File: src/rtl/mdio_bridge_pkg.sv
package mdio_bridge_pkg;

  typedef enum logic [1:0] {
    MODE_BYPASS = 2'b00,
    MODE_RSVD   = 2'b01,
    MODE_REG    = 2'b10,
    MODE_PAGE   = 2'b11
  } bridge_mode_e;

  localparam logic [1:0] START_CODE = 2'b01;
  localparam logic [1:0] OPC_READ   = 2'b10;
  localparam logic [1:0] OPC_WRITE  = 2'b01;

  localparam int HDR_BITS   = 14;
  localparam int FRAME_BITS = 32;
  localparam int HALF_W     = 16;

  typedef struct packed {
    logic [1:0] start;
    logic [1:0] opc;
    logic [4:0] phy;
    logic [4:0] regnum;
  } mdio_hdr_t;

  function automatic bridge_mode_e hdr_mode(mdio_hdr_t h);
    return bridge_mode_e'(h.phy[4:3]);
  endfunction

  function automatic logic hdr_valid(mdio_hdr_t h);
    return (h.start == START_CODE) && ((h.opc == OPC_READ) || (h.opc == OPC_WRITE));
  endfunction

endpackage

File: src/rtl/mdio_edge_sync.sv
module mdio_edge_sync #(
  parameter int SYNC_STAGES = 2
) (
  input  logic clk,
  input  logic rst_n,
  input  logic mdc,
  input  logic mdio_i,
  output logic mdc_rise,
  output logic mdc_fall,
  output logic mdio_s
);
  logic [SYNC_STAGES:0]   mdc_q;
  logic [SYNC_STAGES-1:0] dat_q;

  always_ff @(posedge clk) begin
    if (!rst_n) begin
      mdc_q <= '0;
      dat_q <= '1;
    end else begin
      mdc_q <= {mdc_q[SYNC_STAGES-1:0], mdc};
      dat_q <= {dat_q[SYNC_STAGES-2:0], mdio_i};
    end
  end

  assign mdc_rise = mdc_q[SYNC_STAGES-1] & ~mdc_q[SYNC_STAGES];
  assign mdc_fall = ~mdc_q[SYNC_STAGES-1] & mdc_q[SYNC_STAGES];
  assign mdio_s   = dat_q[SYNC_STAGES-1];
endmodule

File: src/rtl/mdio_frame_engine.sv
module mdio_frame_engine
  import mdio_bridge_pkg::*;
(
  input  logic             clk,
  input  logic             rst_n,
  input  logic             mdc_rise,
  input  logic             mdc_fall,
  input  logic             mdio_s,
  input  logic             resp_en,
  input  logic [HALF_W-1:0] tx_word,
  output mdio_hdr_t        hdr,
  output logic             hdr_evt,
  output logic             frame_end,
  output logic [HALF_W-1:0] rx_data,
  output logic             mdio_o,
  output logic             mdio_oe
);
  localparam int CNT_W = $clog2(FRAME_BITS + 1);

  logic             active;
  logic [CNT_W-1:0] bitn;
  logic [HALF_W-1:0] sreg, sreg_nx, txsh;

  assign sreg_nx = {sreg[HALF_W-2:0], mdio_s};

  always_ff @(posedge clk) begin
    if (!rst_n) begin
      active    <= 1'b0;
      bitn      <= '0;
      sreg      <= '1;
      hdr       <= '0;
      hdr_evt   <= 1'b0;
      frame_end <= 1'b0;
      rx_data   <= '0;
      mdio_o    <= 1'b1;
      mdio_oe   <= 1'b0;
      txsh      <= '0;
    end else begin
      hdr_evt   <= 1'b0;
      frame_end <= 1'b0;
      if (mdc_rise) begin
        sreg <= sreg_nx;
        if (!active) begin
          if (!mdio_s) begin
            active <= 1'b1;
            bitn   <= CNT_W'(1);
          end
        end else begin
          bitn <= bitn + 1'b1;
          if (bitn == CNT_W'(HDR_BITS - 1)) begin
            hdr     <= mdio_hdr_t'(sreg_nx[HDR_BITS-1:0]);
            hdr_evt <= 1'b1;
          end
          if (bitn == CNT_W'(FRAME_BITS - 1)) begin
            rx_data   <= sreg_nx;
            frame_end <= 1'b1;
            active    <= 1'b0;
            mdio_oe   <= 1'b0;
          end
        end
      end else if (mdc_fall && active && resp_en) begin
        if (bitn == CNT_W'(HDR_BITS + 1)) begin
          mdio_oe <= 1'b1;
          mdio_o  <= 1'b0;
          txsh    <= tx_word;
        end else if (bitn > CNT_W'(HDR_BITS + 1)) begin
          mdio_o <= txsh[HALF_W-1];
          txsh   <= {txsh[HALF_W-2:0], 1'b0};
        end
      end
    end
  end

  assert_ta_low_R9: assert property (@(posedge clk) disable iff (!rst_n)
    $rose(mdio_oe) |-> !mdio_o);
  assert_drive_served_R9: assert property (@(posedge clk) disable iff (!rst_n)
    mdio_oe |-> resp_en);
  assert_drive_in_frame_R9: assert property (@(posedge clk) disable iff (!rst_n)
    mdio_oe |-> active);
endmodule

File: src/rtl/paged_reg_port.sv
module paged_reg_port
  import mdio_bridge_pkg::*;
#(
  parameter int PAGE_W = 10,
  localparam int AW    = PAGE_W + 9,
  localparam int DW    = 2 * HALF_W
) (
  input  logic              clk,
  input  logic              rst_n,
  input  mdio_hdr_t         hdr,
  input  logic              hdr_evt,
  input  logic              frame_end,
  input  logic [HALF_W-1:0] rx_data,
  input  logic [DW-1:0]     rf_rdata,
  output logic              resp_en,
  output logic [HALF_W-1:0] tx_word,
  output logic              rf_rd,
  output logic              rf_wr,
  output logic [AW-1:0]     rf_addr,
  output logic [DW-1:0]     rf_wdata,
  output logic              pass_hit
);
  logic [PAGE_W-1:0] page;
  logic [HALF_W-1:0] hold;

  function automatic logic [AW-1:0] word_addr(logic [PAGE_W-1:0] pg, mdio_hdr_t h);
    return {pg, h.phy[2:0], h.regnum[4:1], 2'b00};
  endfunction

  wire upper = hdr.regnum[0];
  wire ok    = hdr_valid(hdr);

  always_ff @(posedge clk) begin
    if (!rst_n) begin
      page     <= '0;
      hold     <= '0;
      resp_en  <= 1'b0;
      tx_word  <= '0;
      rf_rd    <= 1'b0;
      rf_wr    <= 1'b0;
      rf_addr  <= '0;
      rf_wdata <= '0;
      pass_hit <= 1'b0;
    end else begin
      rf_rd    <= 1'b0;
      rf_wr    <= 1'b0;
      pass_hit <= 1'b0;
      if (rf_rd) begin
        tx_word <= rf_rdata[HALF_W-1:0];
        hold    <= rf_rdata[DW-1:HALF_W];
      end
      if (hdr_evt) begin
        resp_en <= 1'b0;
        if (ok) begin
          case (hdr_mode(hdr))
            MODE_BYPASS: pass_hit <= 1'b1;
            MODE_REG: if (hdr.opc == OPC_READ) begin
              resp_en <= 1'b1;
              if (upper) tx_word <= hold;
              else begin
                rf_rd   <= 1'b1;
                rf_addr <= word_addr(page, hdr);
              end
            end
            default: ;
          endcase
        end
      end
      if (frame_end && ok && hdr.opc == OPC_WRITE) begin
        case (hdr_mode(hdr))
          MODE_PAGE: page <= rx_data[PAGE_W-1:0];
          MODE_REG: if (upper) hold <= rx_data;
            else begin
              rf_wr    <= 1'b1;
              rf_wdata <= {hold, rx_data};
              rf_addr  <= word_addr(page, hdr);
            end
          default: ;
        endcase
      end
    end
  end

  assert_strobe_excl_R6: assert property (@(posedge clk) disable iff (!rst_n)
    !(rf_rd && rf_wr));
  assert_wr_single_R6: assert property (@(posedge clk) disable iff (!rst_n)
    rf_wr |=> !rf_wr);
  assert_rd_single_R7: assert property (@(posedge clk) disable iff (!rst_n)
    rf_rd |=> !rf_rd);
  assert_page_stable_R3: assert property (@(posedge clk) disable iff (!rst_n)
    !frame_end |=> $stable(page));
  assert_pass_quiet_R11: assert property (@(posedge clk) disable iff (!rst_n)
    pass_hit |-> !(rf_rd || rf_wr));
endmodule

File: src/rtl/mdio_paged_bridge.sv
module mdio_paged_bridge
  import mdio_bridge_pkg::*;
#(
  parameter int PAGE_W      = 10,
  parameter int SYNC_STAGES = 2,
  localparam int AW         = PAGE_W + 9
) (
  input  logic          clk,
  input  logic          rst_n,
  input  logic          mdc,
  input  logic          mdio_i,
  output logic          mdio_o,
  output logic          mdio_oe,
  output logic          rf_rd,
  output logic          rf_wr,
  output logic [AW-1:0] rf_addr,
  output logic [31:0]   rf_wdata,
  input  logic [31:0]   rf_rdata,
  output logic          pass_hit
);
  logic              mdc_rise, mdc_fall, mdio_s;
  logic              hdr_evt, frame_end, resp_en;
  logic [HALF_W-1:0] rx_data, tx_word;
  mdio_hdr_t         hdr;

  mdio_edge_sync #(.SYNC_STAGES(SYNC_STAGES)) u_sync (
    .clk(clk), .rst_n(rst_n), .mdc(mdc), .mdio_i(mdio_i),
    .mdc_rise(mdc_rise), .mdc_fall(mdc_fall), .mdio_s(mdio_s));

  mdio_frame_engine u_frame (
    .clk(clk), .rst_n(rst_n), .mdc_rise(mdc_rise), .mdc_fall(mdc_fall),
    .mdio_s(mdio_s), .resp_en(resp_en), .tx_word(tx_word), .hdr(hdr),
    .hdr_evt(hdr_evt), .frame_end(frame_end), .rx_data(rx_data),
    .mdio_o(mdio_o), .mdio_oe(mdio_oe));

  paged_reg_port #(.PAGE_W(PAGE_W)) u_port (
    .clk(clk), .rst_n(rst_n), .hdr(hdr), .hdr_evt(hdr_evt),
    .frame_end(frame_end), .rx_data(rx_data), .rf_rdata(rf_rdata),
    .resp_en(resp_en), .tx_word(tx_word), .rf_rd(rf_rd), .rf_wr(rf_wr),
    .rf_addr(rf_addr), .rf_wdata(rf_wdata), .pass_hit(pass_hit));
endmodule

File: config.mk
export PLATFORM = sky130hd
export DESIGN_NAME = mdio_paged_bridge
export DESIGN_NICKNAME = d
export VERILOG_FILES = /design/src/rtl/mdio_bridge_pkg.sv /design/src/rtl/mdio_edge_sync.sv /design/src/rtl/mdio_frame_engine.sv /design/src/rtl/paged_reg_port.sv /design/src/rtl/mdio_paged_bridge.sv
export SDC_FILE = /design/constraint.sdc
export NUM_CORES = 1
export LEC_CHECK = 0
export ABC_AREA = 0
export CAP_MARGIN = 0
export CORE_ASPECT_RATIO = 0.9
export CORE_UTILIZATION = 57
export CTS_BUF_LIST = sky130_fd_sc_hd__clkbuf_8
export DETAILED_ROUTE_END_ITERATION = 12
export PLACE_DENSITY = 0.79
export RECOVER_POWER = 100
export SYNTH_ARGS = -nofsm -noshare
export SYNTH_HDL_FRONTEND = slang
export SYNTH_SLANG_ARGS = --single-unit
File: constraint.sdc
create_clock -name clk -period 2.6 [get_ports clk]
set_input_delay 0.52 -clock clk [delete_from_list [all_inputs] [get_ports clk]]
set_output_delay 0.52 -clock clk [all_outputs]
set_load 0.02 [all_outputs]
## Yosys cells after proc, flatten, opt, wreduce, memory -nomap -nowiden

Cells that the tools add are included.

| cells by class | value |
|---|---|
| add/subtract/negate cells | 1 |
| order comparisons | 1 |
| equal/unequal tests | 11 |
| multiplexer cells | 39 |
| bitwise logic cells | 6 |
| reductions and logical operators | 21 |

Operators with widths:

| operator | count |
|---|---|
| $mux W16 | 12 |
| $mux W19 | 8 |
| $reduce_and A3 Y1 | 7 |
| $mux W1 | 17 |
| $eq A6 B4 Y1 const B | 2 |
| $mux W6 | 2 |
| $add A6 B1 Y6 const B | 1 |
| $eq A2 B2 Y1 const B | 3 |
| $eq A6 B5 Y1 const B | 1 |
| $gt A6 B4 Y1 const B | 1 |
| $ne A2 B1 Y1 const B | 3 |
| $reduce_bool A2 Y1 | 3 |
| $logic_and A1 B1 Y1 | 5 |
| $reduce_and A5 Y1 | 1 |
| $eq A2 B1 Y1 const B | 2 |
| $not A1 Y1 | 4 |
| $reduce_and A2 Y1 | 2 |
| $reduce_and A4 Y1 | 1 |
| $and A1 B1 Y1 | 2 |
| $logic_not A2 Y1 | 1 |
| $logic_or A1 B1 Y1 | 1 |

| storage, ports and cells | value |
|---|---|
| flip-flop bits (word level) | 174 |
| input bits | 36 |
| output and inout bits | 56 |
| logic and storage cells | 103 |

## Longest topological paths before layout

Gate-level depths: netlist of the first run.

| depth | value |
|---|---|
| depth after elaboration | 8 |
| mapped depth | 8 |
| depth with buffers taken out | 5 |

## Modules after synthesis

From an unflattened synthesis of the first run, not the netlist that was laid out.

| second synthesis, totals | value |
|---|---|
| cells, all modules | 689 |
| area total of the unflattened synthesis | 7000.5 um^2 |

By module, submodules not included:

| module | times used | cells each | area each (um^2) | sequential area each (um^2) |
|---|---|---|---|---|
| paged_reg_port | 1 | 407 | 4075.2 | 1941.9 |
| mdio_frame_engine | 1 | 270 | 2781.4 | 1441.4 |
| mdio_edge_sync | 1 | 12 | 143.9 | 100.1 |

## Least setup slack after synthesis of the first run

No wires, ideal clock.

| timing | value |
|---|---|
| path type | register -> register |
| start point | register, netlist name u_frame.hdr[10] |
| end point | register u_port.tx_word[10] |
| setup time | 0.072 ns |
| arrival | 1.897 ns |
| data required time | 2.528 ns |
| slack | 0.631 ns |
| cell stages (with the launch flop) | 8 |
| buffers on the path | 2 |
| period minus slack after synthesis | 1.969 ns |
| cells stage by stage | dfxtp_1 > inv_1 > ha_1 > or3b_1 > buf_6 > nor3_4 > buf_12 > mux2i_1 |

| between the ends | value |
|---|---|
| longest elaborated chain between the ends | 5 |
| elaborated cells on any way between the ends | 8 |
| those cells by class | eq/ne (2); mux (4); reduce/logical (2) |

RTL lines:

| what | line | text |
|---|---|---|
| $eq A2 B2 Y1 / $eq A2 B1 Y1 (equally long branches) | mdio_bridge_pkg.sv:30, paged_reg_port.sv:57 |  |
| $mux W16 / $logic_or A1 B1 Y1 (equally long branches) | paged_reg_port.sv:57, mdio_bridge_pkg.sv:30 |  |
| $mux W16 / $logic_and A1 B1 Y1 (equally long branches) | paged_reg_port.sv:55, mdio_bridge_pkg.sv:30 |  |
| $mux W16 * | paged_reg_port.sv:54 | `if (ok) begin` |
| $mux W16 * | paged_reg_port.sv:52 | `if (hdr_evt) begin` |
| end signal: assignment | paged_reg_port.sv:49 | `tx_word <= rf_rdata[HALF_W-1:0];` |
| end signal: assignment | paged_reg_port.sv:59 | `if (upper) tx_word <= hold;` |
| end: declaration | paged_reg_port.sv:16 | `output logic [HALF_W-1:0] tx_word,` |

Mark *: on every way between the ends. The rest lies on a longest branch, timed or not.
A chain may end at the register's enable or synchronous reset.

## Worst setup path in the final report of the first run

| timing | value |
|---|---|
| start point | register, netlist name u_frame.hdr[10] |
| end point | register u_port.rf_wdata[31] |

| between the ends | value |
|---|---|
| longest elaborated chain between the ends | 6 |
| elaborated cells on any way between the ends | 7 |
| those cells by class | eq/ne (2); reduce/logical (5) |

RTL lines:

| what | line | text |
|---|---|---|
| $eq A2 B2 Y1 / $eq A2 B1 Y1 (equally long branches) | mdio_bridge_pkg.sv:30, paged_reg_port.sv:69 |  |
| $logic_or A1 B1 Y1 | mdio_bridge_pkg.sv:30 | `return (h.start == START_CODE) && ((h.opc == OPC_READ) \|\| (h.opc == OPC_WRITE));` |
| $logic_and A1 B1 Y1 | mdio_bridge_pkg.sv:30 |  |
| $logic_and A1 B1 Y1 | paged_reg_port.sv:69 | `if (frame_end && ok && hdr.opc == OPC_WRITE) begin` |
| $logic_and A1 B1 Y1 * | paged_reg_port.sv:69 |  |
| $reduce_and A3 Y1 (no source line) * | -- |  |
| end signal: assignment | paged_reg_port.sv:75 | `rf_wdata <= {hold, rx_data};` |
| end: declaration | paged_reg_port.sv:20 | `output logic [DW-1:0] rf_wdata,` |

Marks and branches as above.

==> reports/metrics.cfg, run 1 <==
[outcome]
outcome = complete, no violations

[timing]
clock_skew_ns = 0.01344
hold_viol = 0
finalSetupViolCount = 0
min_period_ns = 2.251
relSlewSlack_pct = 11.62
worst_pin_slew_ns = 1.326
rsz0062_at_grt = no
fmax_mhz = 444.3
drv_slew = 0
period_share_pct = 86.57
setup_tns_ns = 0

[cells_and_area]
utilization_pct = 71.09
layout-drive-gt1-share_pct = 12.21
stdcell_area_sq_um = 8293
layout.nets = 805
num_antenna_cells = 0
n_fill_cell = 915
syn_to_final_growth_pct = 18.99

[drt]
wl_per_cell_microns = 16.66
drt_iter0_drc = 410
dr.pass1.iters = 6
drt-total-wl_microns = 15560
drc_errors = 0
via_count = 5145
antenna_left = 0
vias_per_cell = 5.509

[hold_path]
hp-start = u_sync.dat_q[0]$_SDFF_PN1_
holdCritPathClass = flip-flop to flip-flop
min_delay_worst_endpoint = u_sync.dat_q[1]$_SDFF_PN1_
hold_depth = 1

[placement]
hpwl_microns = 10640
placed_area_sq_um = 7984
gp_congestion = 0.8267
io_buffers = 91

[clock_tree]
clk_pin_slew_worst_paths_ns = 0.09
htreeDepth = 4
cts_tree = yes
cts_resized = 0
postCtsSetupRepairBufs = 0
cts_root_buf = clkbuf_8
clk_latency_ns = 0.47
holdBufCountCts = 0
cts_sinks = 174
clockBufferDepth = 2
numCtsBuffers = 17

[power]
p_leak_uw = 0.003261
p_per_area_nw_per_um2 = 556.5
peakVddDrop_mv = 0.3864

[worst_setup_path]
worstPathCellList = inv_1 > ha_1 > or3b_1 > nor3_4 > clkbuf_1 > mux2i_1
r2r_end = u_port.rf_wdata[31]$_SDFFE_PN0P_
cp.required_ns = 2.99
r2r_slack_ns = 0.35
reg2reg_from = u_frame.hdr[10]$_SDFFE_PN0P_
critPathMaxStageDelay_ns = 0.58
end_kind = flip-flop
criticalPathCategory = flip-flop to flip-flop
start_kind = flip-flop
arrival_ns = 2.64
path_buf_inv = 2
crit_slowest_cell = or3b_1
reg2reg_depth = 6
critical_path.top_delay_family = simple AND/OR/NAND/NOR gates
cp_max_fo = 9

[die]
fp.dieW_microns = 118.6
rows = 37
ioPinCount = 92
initial_core_util_pct = 59.74
dieArea_sq_um = 12670
dieHeight_microns = 106.9
core_sq_um = 11670

[yosys]
netlist_top_cells_area = dfxtp_1 50%, mux2i_1 18%, nand2_1 10%
yosysSeqAreaShare_pct = 49.98
synth_edf_count = 0
synth.avg_cell_area_sq_um = 10.14
synth_ff_type = dfxtp_1
yosysWarnings = 0
syn_area_sq_um = 6969
yosysMostFrequentCell = nand2_1
async_reset_ff_share_pct = 0
synth.distinct_cells = 46
yosys.area.top_type = dfxtp_1
synth-seq-cells = 174
yosysTopAreaCellShare_pct = 49.98
synthTopCellsByCount = 191 x nand2_1, 174 x dfxtp_1, 123 x mux2i_1
syn-num-nets = 727
synthCells = 687

[global_routing]
grt_max_degree = 130
grt_use_total_pct = 26.18
grt_pass1_wl_microns = 25630
first_global_vias = 5192
overflow = 0
antenna_found_initial = 0

[flow_run]
drv_cap = 0

through the flow:
step           hold WS (ns)  worst slack [ns]  cells  total power [uW]
2_1_floorplan        0.3863            0.6309    687              2838
3_3_place_gp         0.3975            0.5085    902              2917
3_5_place_dp         0.3936            0.4129    902              2921
4_1_cts              0.4246            0.3981    934              4648
5_1_grt              0.4446            0.2002    934              4786
6_report             0.4282            0.3492    934              4615
cells by family (layout without fill, tap and decap cells):
family	count (synthesis)	count (layout)	share of synthesized area [%]
flops	174	174	49.98
mux	155	155	22.84
compound gates	50	50	6.356
simple gates	251	251	16.18
buf+inv	53	144	3.932
fa+ha+maj	4	4	0.7182
layout make-up:
class | instances | area [sq um] | area share (%)
clock buffer | 18 | 247.7 | 2.987
clock inverter | 14 | 120.1 | 1.448
inverter | 6 | 22.52 | 0.2716
multi-input combinational | 460 | 3213 | 38.74
sequential | 174 | 3483 | 42.00
tap | 156 | 195.2 | 2.354
timing repair buffer | 106 | 1011 | 12.19
how the worst max path moves through the flow:
stage	from	end	cells past startpoint
after floorplan	u_frame.hdr[10]$_SDFFE_PN0P_	u_port.tx_word[10]$_SDFF_PN0_	7
after global placement	u_frame.hdr[10]$_SDFFE_PN0P_	u_port.rf_addr[4]$_SDFF_PN0_	6
after detailed placement	u_frame.hdr[10]$_SDFFE_PN0P_	u_port.rf_addr[3]$_SDFF_PN0_	6
after CTS	u_frame.hdr[10]$_SDFFE_PN0P_	u_port.rf_addr[3]$_SDFF_PN0_	6
after global routing	u_frame.hdr[10]$_SDFFE_PN0P_	u_port.rf_wdata[31]$_SDFFE_PN0P_	6
final	u_frame.hdr[10]$_SDFFE_PN0P_	u_port.rf_wdata[31]$_SDFFE_PN0P_	6
flip-flops by register name, indices dropped and copies added (netlist names), 2 cells and up:
register,flops
u_frame.bitn,6
u_frame.hdr,14
u_frame.rx_data,16
u_frame.sreg,15
u_frame.txsh,16
u_port.hold,16
u_port.page,10
u_port.rf_addr,19
u_port.rf_wdata,32
u_port.tx_word,16
u_sync.dat_q,2
u_sync.mdc_q,3
where the power goes:
group,internal [uW],switching (uW)
Combinational,75.8,89.4
Clock,783,977
Sequential,2680,12.4
metal layers:
| metal | wire, microns | track usage [%] | vias up |
|---|---|---|---|
| met2 | 7276 | 41.98 | 142 |
| li1 | - | - | 2523 |
| met5 | 0 | 0 | - |
| met4 | 285 | 10.31 | 0 |
| met1 | 7332 | 34.08 | 2456 |
| met3 | 665 | 6.383 | 24 |
layout by cell type (no fill, tap or decap), types with 2 or more instances in the layout:
master and count:
mux2_2 32, buf_4 7, nor4_1 4, o31a_1 15
nor2_1 5, o32ai_1 2, ha_1 4, nor3b_1 4
dlygate4sd3_1 56, and2_1 4, clkdlybuf4s50_1 34, clkbuf_2 3
nand2b_1 7, inv_1 8, dfxtp_1 174, clkinv_2 4
nand3b_1 2, nand2_1 191, a21oi_1 3, nand3_1 16
clkinv_4 3, clkbuf_8 18, nor3_4 3, nor2b_1 3
mux2i_1 123, o21ai_0 6, clkbuf_1 4, o221a_2 15
inv_6 2
worst register-to-register path: cells and delay by family (launching register included):
kind	cells	cell delay, ns
mux	1	0.23
flops	1	0.36
fa+ha+maj	1	0.29
simple gates	2	0.90
buf+inv	2	0.41
Power figures use the tool's default switching activity.
==> inputs of run 2 (changes only) <==
--- a/config.mk
+++ b/config.mk
@@ -13,6 +13,7 @@
 export DETAILED_ROUTE_END_ITERATION = 12
 export PLACE_DENSITY = 0.79
 export RECOVER_POWER = 100
+export SETUP_SLACK_MARGIN = 0.02
 export SYNTH_ARGS = -nofsm -noshare
 export SYNTH_HDL_FRONTEND = slang
 export SYNTH_SLANG_ARGS = --single-unit
==> results of run 2 <==
Final layout, timing and power as in run 1 (identical DEF).
==> inputs of run 3 (changes only) <==
--- a/config.mk
+++ b/config.mk
@@ -11,6 +11,7 @@
 export CORE_UTILIZATION = 57
 export CTS_BUF_LIST = sky130_fd_sc_hd__clkbuf_8
 export DETAILED_ROUTE_END_ITERATION = 12
+export HOLD_SLACK_MARGIN = 0.06
 export PLACE_DENSITY = 0.79
 export RECOVER_POWER = 100
 export SETUP_SLACK_MARGIN = 0.02
==> results of run 3 <==
Final layout, timing and power as in run 1 (identical DEF).
